## src/rtl/os_timer_pkg.sv

```systemverilog
package os_timer_pkg;

    localparam int unsigned TMR_W       = 16;
    localparam int unsigned SYNC_DEPTH  = 2;

    localparam logic SEL_DELAY = 1'b0;
    localparam logic SEL_WIDTH = 1'b1;

    typedef enum logic [1:0] {
        OS_IDLE  = 2'd0,
        OS_LEAD  = 2'd1,
        OS_TRAIL = 2'd2
    } os_state_e;

    typedef struct packed {
        logic      toggle;
        logic      cap_evt;
        logic      end_evt;
    } os_event_t;

endpackage

```

## src/rtl/os_trig_sync.sv

```systemverilog
module os_trig_sync #(
    parameter int unsigned STAGES = os_timer_pkg::SYNC_DEPTH
) (
    input  logic clk,
    input  logic rst,
    input  logic trig_in,
    output logic trig_rise
);

    logic [STAGES-1:0] sync_q;
    logic              last_q;

    always_ff @(posedge clk) begin
        if (rst) begin
            sync_q <= '0;
            last_q <= 1'b0;
        end else begin
            sync_q <= {sync_q[STAGES-2:0], trig_in};
            last_q <= sync_q[STAGES-1];
        end
    end

    assign trig_rise = sync_q[STAGES-1] & ~last_q;

endmodule

```

## src/rtl/os_free_counter.sv

```systemverilog
module os_free_counter #(
    parameter int unsigned CNT_W = os_timer_pkg::TMR_W
) (
    input  logic             clk,
    input  logic             rst,
    input  logic             tick_en,
    output logic [CNT_W-1:0] count
);

    always_ff @(posedge clk) begin
        if (rst) begin
            count <= '0;
        end else if (tick_en) begin
            count <= count + CNT_W'(1);
        end
    end

    // one step per tick, frozen otherwise
    a_r2_step_on_tick: assert property (@(posedge clk) disable iff (rst)
        tick_en |=> count == CNT_W'($past(count) + CNT_W'(1)));
    a_r2_hold_no_tick: assert property (@(posedge clk) disable iff (rst)
        !tick_en |=> $stable(count));

endmodule

```

## src/rtl/os_param_regs.sv

```systemverilog
module os_param_regs #(
    parameter int unsigned CNT_W = os_timer_pkg::TMR_W
) (
    input  logic             clk,
    input  logic             rst,
    input  logic             wr_en,
    input  logic             wr_sel,
    input  logic [CNT_W-1:0] wr_data,
    output logic [CNT_W-1:0] delay,
    output logic [CNT_W-1:0] width
);
    import os_timer_pkg::*;

    logic [CNT_W-1:0] wr_clean;

    assign wr_clean = (wr_data == '0) ? CNT_W'(1) : wr_data;

    always_ff @(posedge clk) begin
        if (rst) begin
            delay <= CNT_W'(1);
            width <= CNT_W'(1);
        end else if (wr_en) begin
            if (wr_sel == SEL_DELAY) delay <= wr_clean;
            else                     width <= wr_clean;
        end
    end

    // stored offsets are never zero
    a_r8_delay_nonzero: assert property (@(posedge clk) disable iff (rst)
        delay != '0);
    a_r8_width_nonzero: assert property (@(posedge clk) disable iff (rst)
        width != '0);

endmodule

```

## src/rtl/os_oneshot_ctrl.sv

```systemverilog
module os_oneshot_ctrl #(
    parameter int unsigned CNT_W = os_timer_pkg::TMR_W
) (
    input  logic             clk,
    input  logic             rst,
    input  logic             tick_en,
    input  logic             trig_rise,
    input  logic [CNT_W-1:0] count,
    input  logic [CNT_W-1:0] delay,
    input  logic [CNT_W-1:0] width,
    output logic             pulse_out,
    output logic             cap_irq,
    output logic             match_irq,
    output logic [CNT_W-1:0] cap_val
);
    import os_timer_pkg::*;

    os_state_e        state_q, state_d;
    os_event_t        evt;
    logic [CNT_W-1:0] cmp0_q, cmp1_q;
    logic             hit0, hit1;

    assign hit0 = tick_en && (count == cmp0_q);
    assign hit1 = tick_en && (count == cmp1_q);

    always_comb begin
        state_d = state_q;
        evt     = '0;
        unique case (state_q)
            OS_IDLE: if (trig_rise) begin
                evt.cap_evt = 1'b1;
                state_d     = OS_LEAD;
            end
            OS_LEAD: if (hit0) begin
                evt.toggle = 1'b1;
                state_d    = OS_TRAIL;
            end
            OS_TRAIL: if (hit1) begin
                evt.toggle  = 1'b1;
                evt.end_evt = 1'b1;
                state_d     = OS_IDLE;
            end
            default: state_d = OS_IDLE;
        endcase
    end

    always_ff @(posedge clk) begin
        if (rst) begin
            state_q   <= OS_IDLE;
            pulse_out <= 1'b0;
            cap_irq   <= 1'b0;
            match_irq <= 1'b0;
            cap_val   <= '0;
            cmp0_q    <= '0;
            cmp1_q    <= '0;
        end else begin
            state_q   <= state_d;
            cap_irq   <= evt.cap_evt;
            match_irq <= evt.end_evt;
            if (evt.toggle) pulse_out <= ~pulse_out;
            if (evt.cap_evt) begin
                cap_val <= count;
                cmp0_q  <= count + delay;
                cmp1_q  <= count + delay + width;
            end
        end
    end

    // the capture holds the counter of the capture cycle
    a_r3_capture_value: assert property (@(posedge clk) disable iff (rst)
        cap_irq |-> cap_val == $past(count));
    // compare registers are timestamp plus offsets
    a_r4_cmp0_offset: assert property (@(posedge clk) disable iff (rst)
        cap_irq |-> cmp0_q == CNT_W'(cap_val + $past(delay)));
    a_r4_cmp1_offset: assert property (@(posedge clk) disable iff (rst)
        cap_irq |-> cmp1_q == CNT_W'(cap_val + $past(delay) + $past(width)));
    // captures only come from the idle state
    a_r7_capture_idle_only: assert property (@(posedge clk) disable iff (rst)
        cap_irq |-> $past(state_q) == OS_IDLE);
    // the leading edge sits on a tick with a compare 0 match
    a_r5_rise_on_match: assert property (@(posedge clk) disable iff (rst)
        $rose(pulse_out) |-> ($past(tick_en) && $past(count) == $past(cmp0_q)));
    // the trailing edge comes with the match strobe
    a_r6_fall_with_strobe: assert property (@(posedge clk) disable iff (rst)
        $fell(pulse_out) |-> match_irq);

endmodule

```

## src/rtl/os_pulse_timer.sv

```systemverilog
module os_pulse_timer #(
    parameter int unsigned CNT_W = os_timer_pkg::TMR_W
) (
    input  logic             clk,
    input  logic             rst,
    input  logic             tick_en,
    input  logic             trig_in,
    input  logic             wr_en,
    input  logic             wr_sel,
    input  logic [CNT_W-1:0] wr_data,
    output logic             pulse_out,
    output logic             cap_irq,
    output logic             match_irq,
    output logic [CNT_W-1:0] cap_val
);

    logic             trig_rise;
    logic [CNT_W-1:0] count;
    logic [CNT_W-1:0] delay;
    logic [CNT_W-1:0] width;

    os_trig_sync u_sync (
        .clk       (clk),
        .rst       (rst),
        .trig_in   (trig_in),
        .trig_rise (trig_rise)
    );

    os_free_counter #(.CNT_W(CNT_W)) u_cnt (
        .clk     (clk),
        .rst     (rst),
        .tick_en (tick_en),
        .count   (count)
    );

    os_param_regs #(.CNT_W(CNT_W)) u_regs (
        .clk     (clk),
        .rst     (rst),
        .wr_en   (wr_en),
        .wr_sel  (wr_sel),
        .wr_data (wr_data),
        .delay   (delay),
        .width   (width)
    );

    os_oneshot_ctrl #(.CNT_W(CNT_W)) u_ctrl (
        .clk       (clk),
        .rst       (rst),
        .tick_en   (tick_en),
        .trig_rise (trig_rise),
        .count     (count),
        .delay     (delay),
        .width     (width),
        .pulse_out (pulse_out),
        .cap_irq   (cap_irq),
        .match_irq (match_irq),
        .cap_val   (cap_val)
    );

endmodule

```

## config.mk

```make
export PLATFORM = sky130hd
export DESIGN_NAME = os_pulse_timer
export DESIGN_NICKNAME = d
export VERILOG_FILES = /design/src/rtl/os_timer_pkg.sv /design/src/rtl/os_trig_sync.sv /design/src/rtl/os_free_counter.sv /design/src/rtl/os_param_regs.sv /design/src/rtl/os_oneshot_ctrl.sv /design/src/rtl/os_pulse_timer.sv
export SDC_FILE = /design/constraint.sdc
export NUM_CORES = 1
export LEC_CHECK = 0
export ABC_CLOCK_PERIOD_IN_PS = 9400
export BUFFER_PORTS_ARGS = -buffer_cell sky130_fd_sc_hd__buf_4
export CAP_MARGIN = 20
export CELL_PAD_IN_SITES_DETAIL_PLACEMENT = 1
export CELL_PAD_IN_SITES_GLOBAL_PLACEMENT = 1
export CORE_ASPECT_RATIO = 0.5
export CORE_MARGIN = 4
export CORE_UTILIZATION = 30
export CTS_BUF_LIST = sky130_fd_sc_hd__clkbuf_2 sky130_fd_sc_hd__clkbuf_4 sky130_fd_sc_hd__clkbuf_8
export DETAILED_ROUTE_END_ITERATION = 8
export GPL_ROUTABILITY_DRIVEN = 0
export MAX_ROUTING_LAYER = met4
export PLACE_DENSITY_LB_ADDON = 0.1
export SYNTH_ARGS = -nofsm -noshare
export SYNTH_HDL_FRONTEND = slang
export SYNTH_HIERARCHICAL = 1
export SYNTH_SLANG_ARGS = --single-unit
export TNS_END_PERCENT = 20
```

## constraint.sdc

```tcl
create_clock -name clk -period 9.4 [get_ports clk]
set_input_delay 1.88 -clock clk [delete_from_list [all_inputs] [get_ports clk]]
set_output_delay 1.88 -clock clk [all_outputs]
set_load 0.02 [all_outputs]
```

==> summary by stage <==
Run status
The run finished with clean final reports.

Pwr
The proportion of total power due to net switching is 30.00%. For this design the ratio of total power to cell area is 147.3 mW/mm2. The sequential share of power is 49.7%. The power share of the combinational group is 15.8%.

The switching power total is 0.2854 mW. Cell internal power was estimated by the tool at 0.6658 mW. Summing internal, switching and leakage power gives 0.9512 mW. The standby leakage power is 2.612 nW. The clock network power share is 34.5%.

The worst-case IR drop observed on VDD is 0.06748 mV.

Min path
The path class of the lowest-slack min-delay path is flip-flop to flip-flop.

Clock tree
The source-to-sink clock delay at the later pin of the worst-skew pair is 0.38 ns. Post-CTS repair changed the size of 0 cells. The TritonCTS clock tree is done.

For this design, the sink count on the clock tree is 104. The cell sitting at the root of the clock tree is a sky130_fd_sc_hd__clkbuf_8. In this run the post-CTS setup repair buffer count came out at 0. Counting along the longest clock path gives a buffer depth of 2. Buffers inserted to repair hold after CTS numbered 0. The CTS buffer count is 9. Clock-pin slew was measured on the worst setup and hold paths at 0.12 ns. The H-tree was split into 3 levels.

Worst setup path
The maximum net fanout on the critical path is 7. By instance count, the cell type seen most on the critical path is sky130_fd_sc_hd__a21o_1. Walking the worst path, the cells encountered are ha_1 > fa_1 > a21o_1 > a21oi_1 > o21ai_1 > a21o_1 > a21o_1 > xor2_1 > ha_1 > a21oi_1 > o21ai_0 > a21o_1 > a31o_2 > a31oi_1 > nor4_1 > a311o_1. STA classifies the critical path endpoint as a flip-flop. The kind of launch point of the worst setup path is a flip-flop. The largest individual stage delay along the critical path comes from the cell sky130_fd_sc_hd__dfxtp_1.

The category of the critical setup timing path is flip-flop to flip-flop. The worst path buffer plus inverter count is 0. The required time reported for the critical path endpoint is 9.67 ns. Data on the critical path arrives at its endpoint at 4.31 ns. The delay of the slowest cell on the worst path is 0.44 ns.

The kind of cell adding the most delay to the critical path is compound AO/OA/AOI/OAI gates.

Timing
The period utilization is 42.99%. Timing would allow up to 247.5 MHz. Setup repair after global routing left no endpoint under its margin. The worst max-slew margin expressed relative to the limit is 54.75%. The total negative slack is 0 ns. The worst clock skew is 0.02051 ns.

The worst path in the final design needs a cycle of 4.041 ns, including I/O delays and setup. The count of endpoints failing hold in the final timing report is 0. For the pin with the worst max-slew slack, the measured transition is 0.6788 ns.

The final setup violation count is 0. The number of max-slew violations in the final report is 0.

GRT
The via count of the first global-routing pass is 4,858. The number of antenna violations at the first check in global routing is 0. The met2 demand-to-capacity share in global routing is 22.45%. The first global-routing pass estimated 27,760 um of wire.

The global-route total usage across every layer is 16.77%. The global routing usage on met3 is 2.956%. The layer flagged by global routing as most heavily used is met1. The total grt overflow is 0.

For this run, global-route usage on met1 was measured as 26.56%. Entering global routing, the biggest net connects 64 pins.

Drt
The detailed-routing iteration count for the pre-antenna-repair pass is 5. The average wire per standard cell is 17.82 um. The count of vias placed by the detailed router is 4,906. In the routed layout, each cell is associated on average with a via count of 5.001. The routed wire length is 17,480 um. The number of remaining DRC errors is 0. The detail route stage leaves a number of antenna-violating nets equal to 0. The number of DRC markers in iteration 0 is 188.

Placement
The half-perimeter wire length after placement is 12,980 um. During placement, the flow inserted port buffers numbering 40.

Die
The floorplan step defined a die boundary enclosing 0.02161 mm2. Once the floorplan was initialized, standard cells occupied 30.94% of the core. The vertical extent of the die is 106.0 um. The floorplan has 35 rows.

The floorplan step defined a core boundary enclosing 0.01861 mm2. For this design the top-level I/O count stands at 41. From left edge to right edge, the die measures 203.9 um.

Logic synthesis
The number of different library cells in the post-synthesis netlist is 67. The number of synthesis warnings is 6. Summing the sequential cell areas from Yosys gives 36.16% of the chip area. The async set or reset register ratio after synthesis is 0%. Counting flops with a built-in enable in the synthesized netlist gives 0. When the netlist entered floorplanning its net count stood at 756. The cell area after technology mapping is 0.005758 mm2. The most used flip-flop cell after synthesis is sky130_fd_sc_hd__dfxtp_1. In this run, synthesis produced a sequential element count of 104. Each instance of the synthesized netlist takes up on average 8.285 um2. Counting every instance in the synthesized netlist gives 695.

Cells and area
The library cell used most frequently in the layout, excluding fill and tap cells, is sky130_fd_sc_hd__nand2_1. Of the cells placed in the final design, the portion with a size suffix greater than 1 is 12.33%. The final layout contains 778 nets. The area added between synthesis and finish is 12.13%.

0 antenna diodes ended up in the layout. The library cells used most frequently in the layout, excluding fill and tap cells, are sky130_fd_sc_hd__nand2_1 (159), sky130_fd_sc_hd__dfxtp_1 (104), sky130_fd_sc_hd__a21oi_1 (91), sky130_fd_sc_hd__buf_4 (44), sky130_fd_sc_hd__ha_1 (37).

Flow run
The number of max-cap violations is 0.
cell usage after synthesis (all sizes together), types with 4 or more instances:
library cell | count | area (um2)
o21ai | 15 | 78.83
o211ai | 6 | 45.04
and3 | 4 | 30.03
a21oi | 93 | 473.0
xnor2 | 36 | 315.3
nand2 | 160 | 600.6
nor4 | 14 | 102.6
xor2 | 30 | 262.8
dfxtp | 104 | 2082
a31o | 4 | 35.03
nor4b | 6 | 58.80
nor3 | 11 | 55.05
clkbuf | 21 | 108.9
nand4 | 8 | 71.32
a21o | 17 | 130.1
nand3 | 15 | 80.08
inv | 9 | 33.78
a211oi | 6 | 67.56
a31oi | 8 | 50.05
ha | 37 | 462.9
nor2b | 7 | 46.30
buf | 12 | 75.06
nor2 | 32 | 120.1
routing by layer:
| metal | up-vias | share of wire (%) |
|---|---|---|
| li1 | 2456 | - |
| met1 | 2361 | 57 |
| met2 | 82 | 39 |
| met3 | 7 | 3.2 |
| met4 | 0 | 0.42 |
| met5 | - | 0 |
state kept, by name, indices dropped and copies added (netlist names):
| signal | flops |
|---|---|
| u_ctrl/pulse_out | 1 |
| u_ctrl/cap_irq | 1 |
| u_cnt/count | 16 |
| u_ctrl/match_irq | 1 |
| u_ctrl/state_q | 2 |
| u_ctrl/cap_val | 16 |
| u_sync/last_q | 1 |
| u_sync/sync_q | 2 |
| u_regs/delay | 16 |
| u_ctrl/cmp0_q | 16 |
| u_ctrl/cmp1_q | 16 |
| u_regs/width | 16 |
cell type report:
cell class                      count  area (um2)
Sequential cell                   104        2082
Clock buffer                        9       123.9
Timing Repair Buffer               44       330.3
Inverter                            9       33.78
Clock inverter                      7       101.3
Multi-Input combinational cell    549        3461
Fill cell                        2227       12160
Tap cell                          259       324.1
kinds of logic after synthesis:
logic type	after synthesis	synth area share (%)
AOI/OAI and AO/OA	165	17.95
xor gates and xnor gates	66	10.04
adders and majority gates	39	8.735
buffers and inverters	42	3.781
DFF	104	36.16
muxes	4	0.7388
and+or+nand+nor	275	22.60
path summary, 6_finish.rpt:
path                               endpoint                        start  slack [ns]  cells past startpoint
max          u_ctrl/cmp1_q[12]$_SDFFE_PP0P_  u_cnt/count[0]$_SDFFE_PP0P_        5.36                     16
min             u_sync/sync_q[1]$_SDFF_PP0_  u_sync/sync_q[0]$_SDFF_PP0_        0.44                      1
max reg2reg  u_ctrl/cmp1_q[12]$_SDFFE_PP0P_  u_cnt/count[0]$_SDFFE_PP0P_        5.36                     16
min reg2reg     u_sync/sync_q[1]$_SDFF_PP0_  u_sync/sync_q[0]$_SDFF_PP0_        0.44                      1
metrics by stage:
stage	std cells	setup WS, ns	util [%]	area (um2)	hold slack [ns]
2_1_floorplan	695	5.708	-	5758	0.4138
3_3_place_gp	965	5.481	33.48	6231	0.4274
3_5_place_dp	965	5.388	33.48	6231	0.4447
4_1_cts	981	5.364	34.69	6456	0.4510
5_1_grt	981	5.056	34.69	6456	0.4599
6_report	981	5.359	34.69	6456	0.4410
power groups by stage:
stage / Sequential, mW / Clock [mW] / Combinational, mW
6_report: 0.473 / 0.328 / 0.150
5_1_grt: 0.475 / 0.360 / 0.169
4_1_cts: 0.473 / 0.341 / 0.152
3_5_place_dp: 0.483 / 0 / 0.152
3_3_place_gp: 0.482 / 0 / 0.149
2_1_floorplan: 0.477 / 0 / 0.109
No activity file was read; power rests on OpenSTA's default activity.
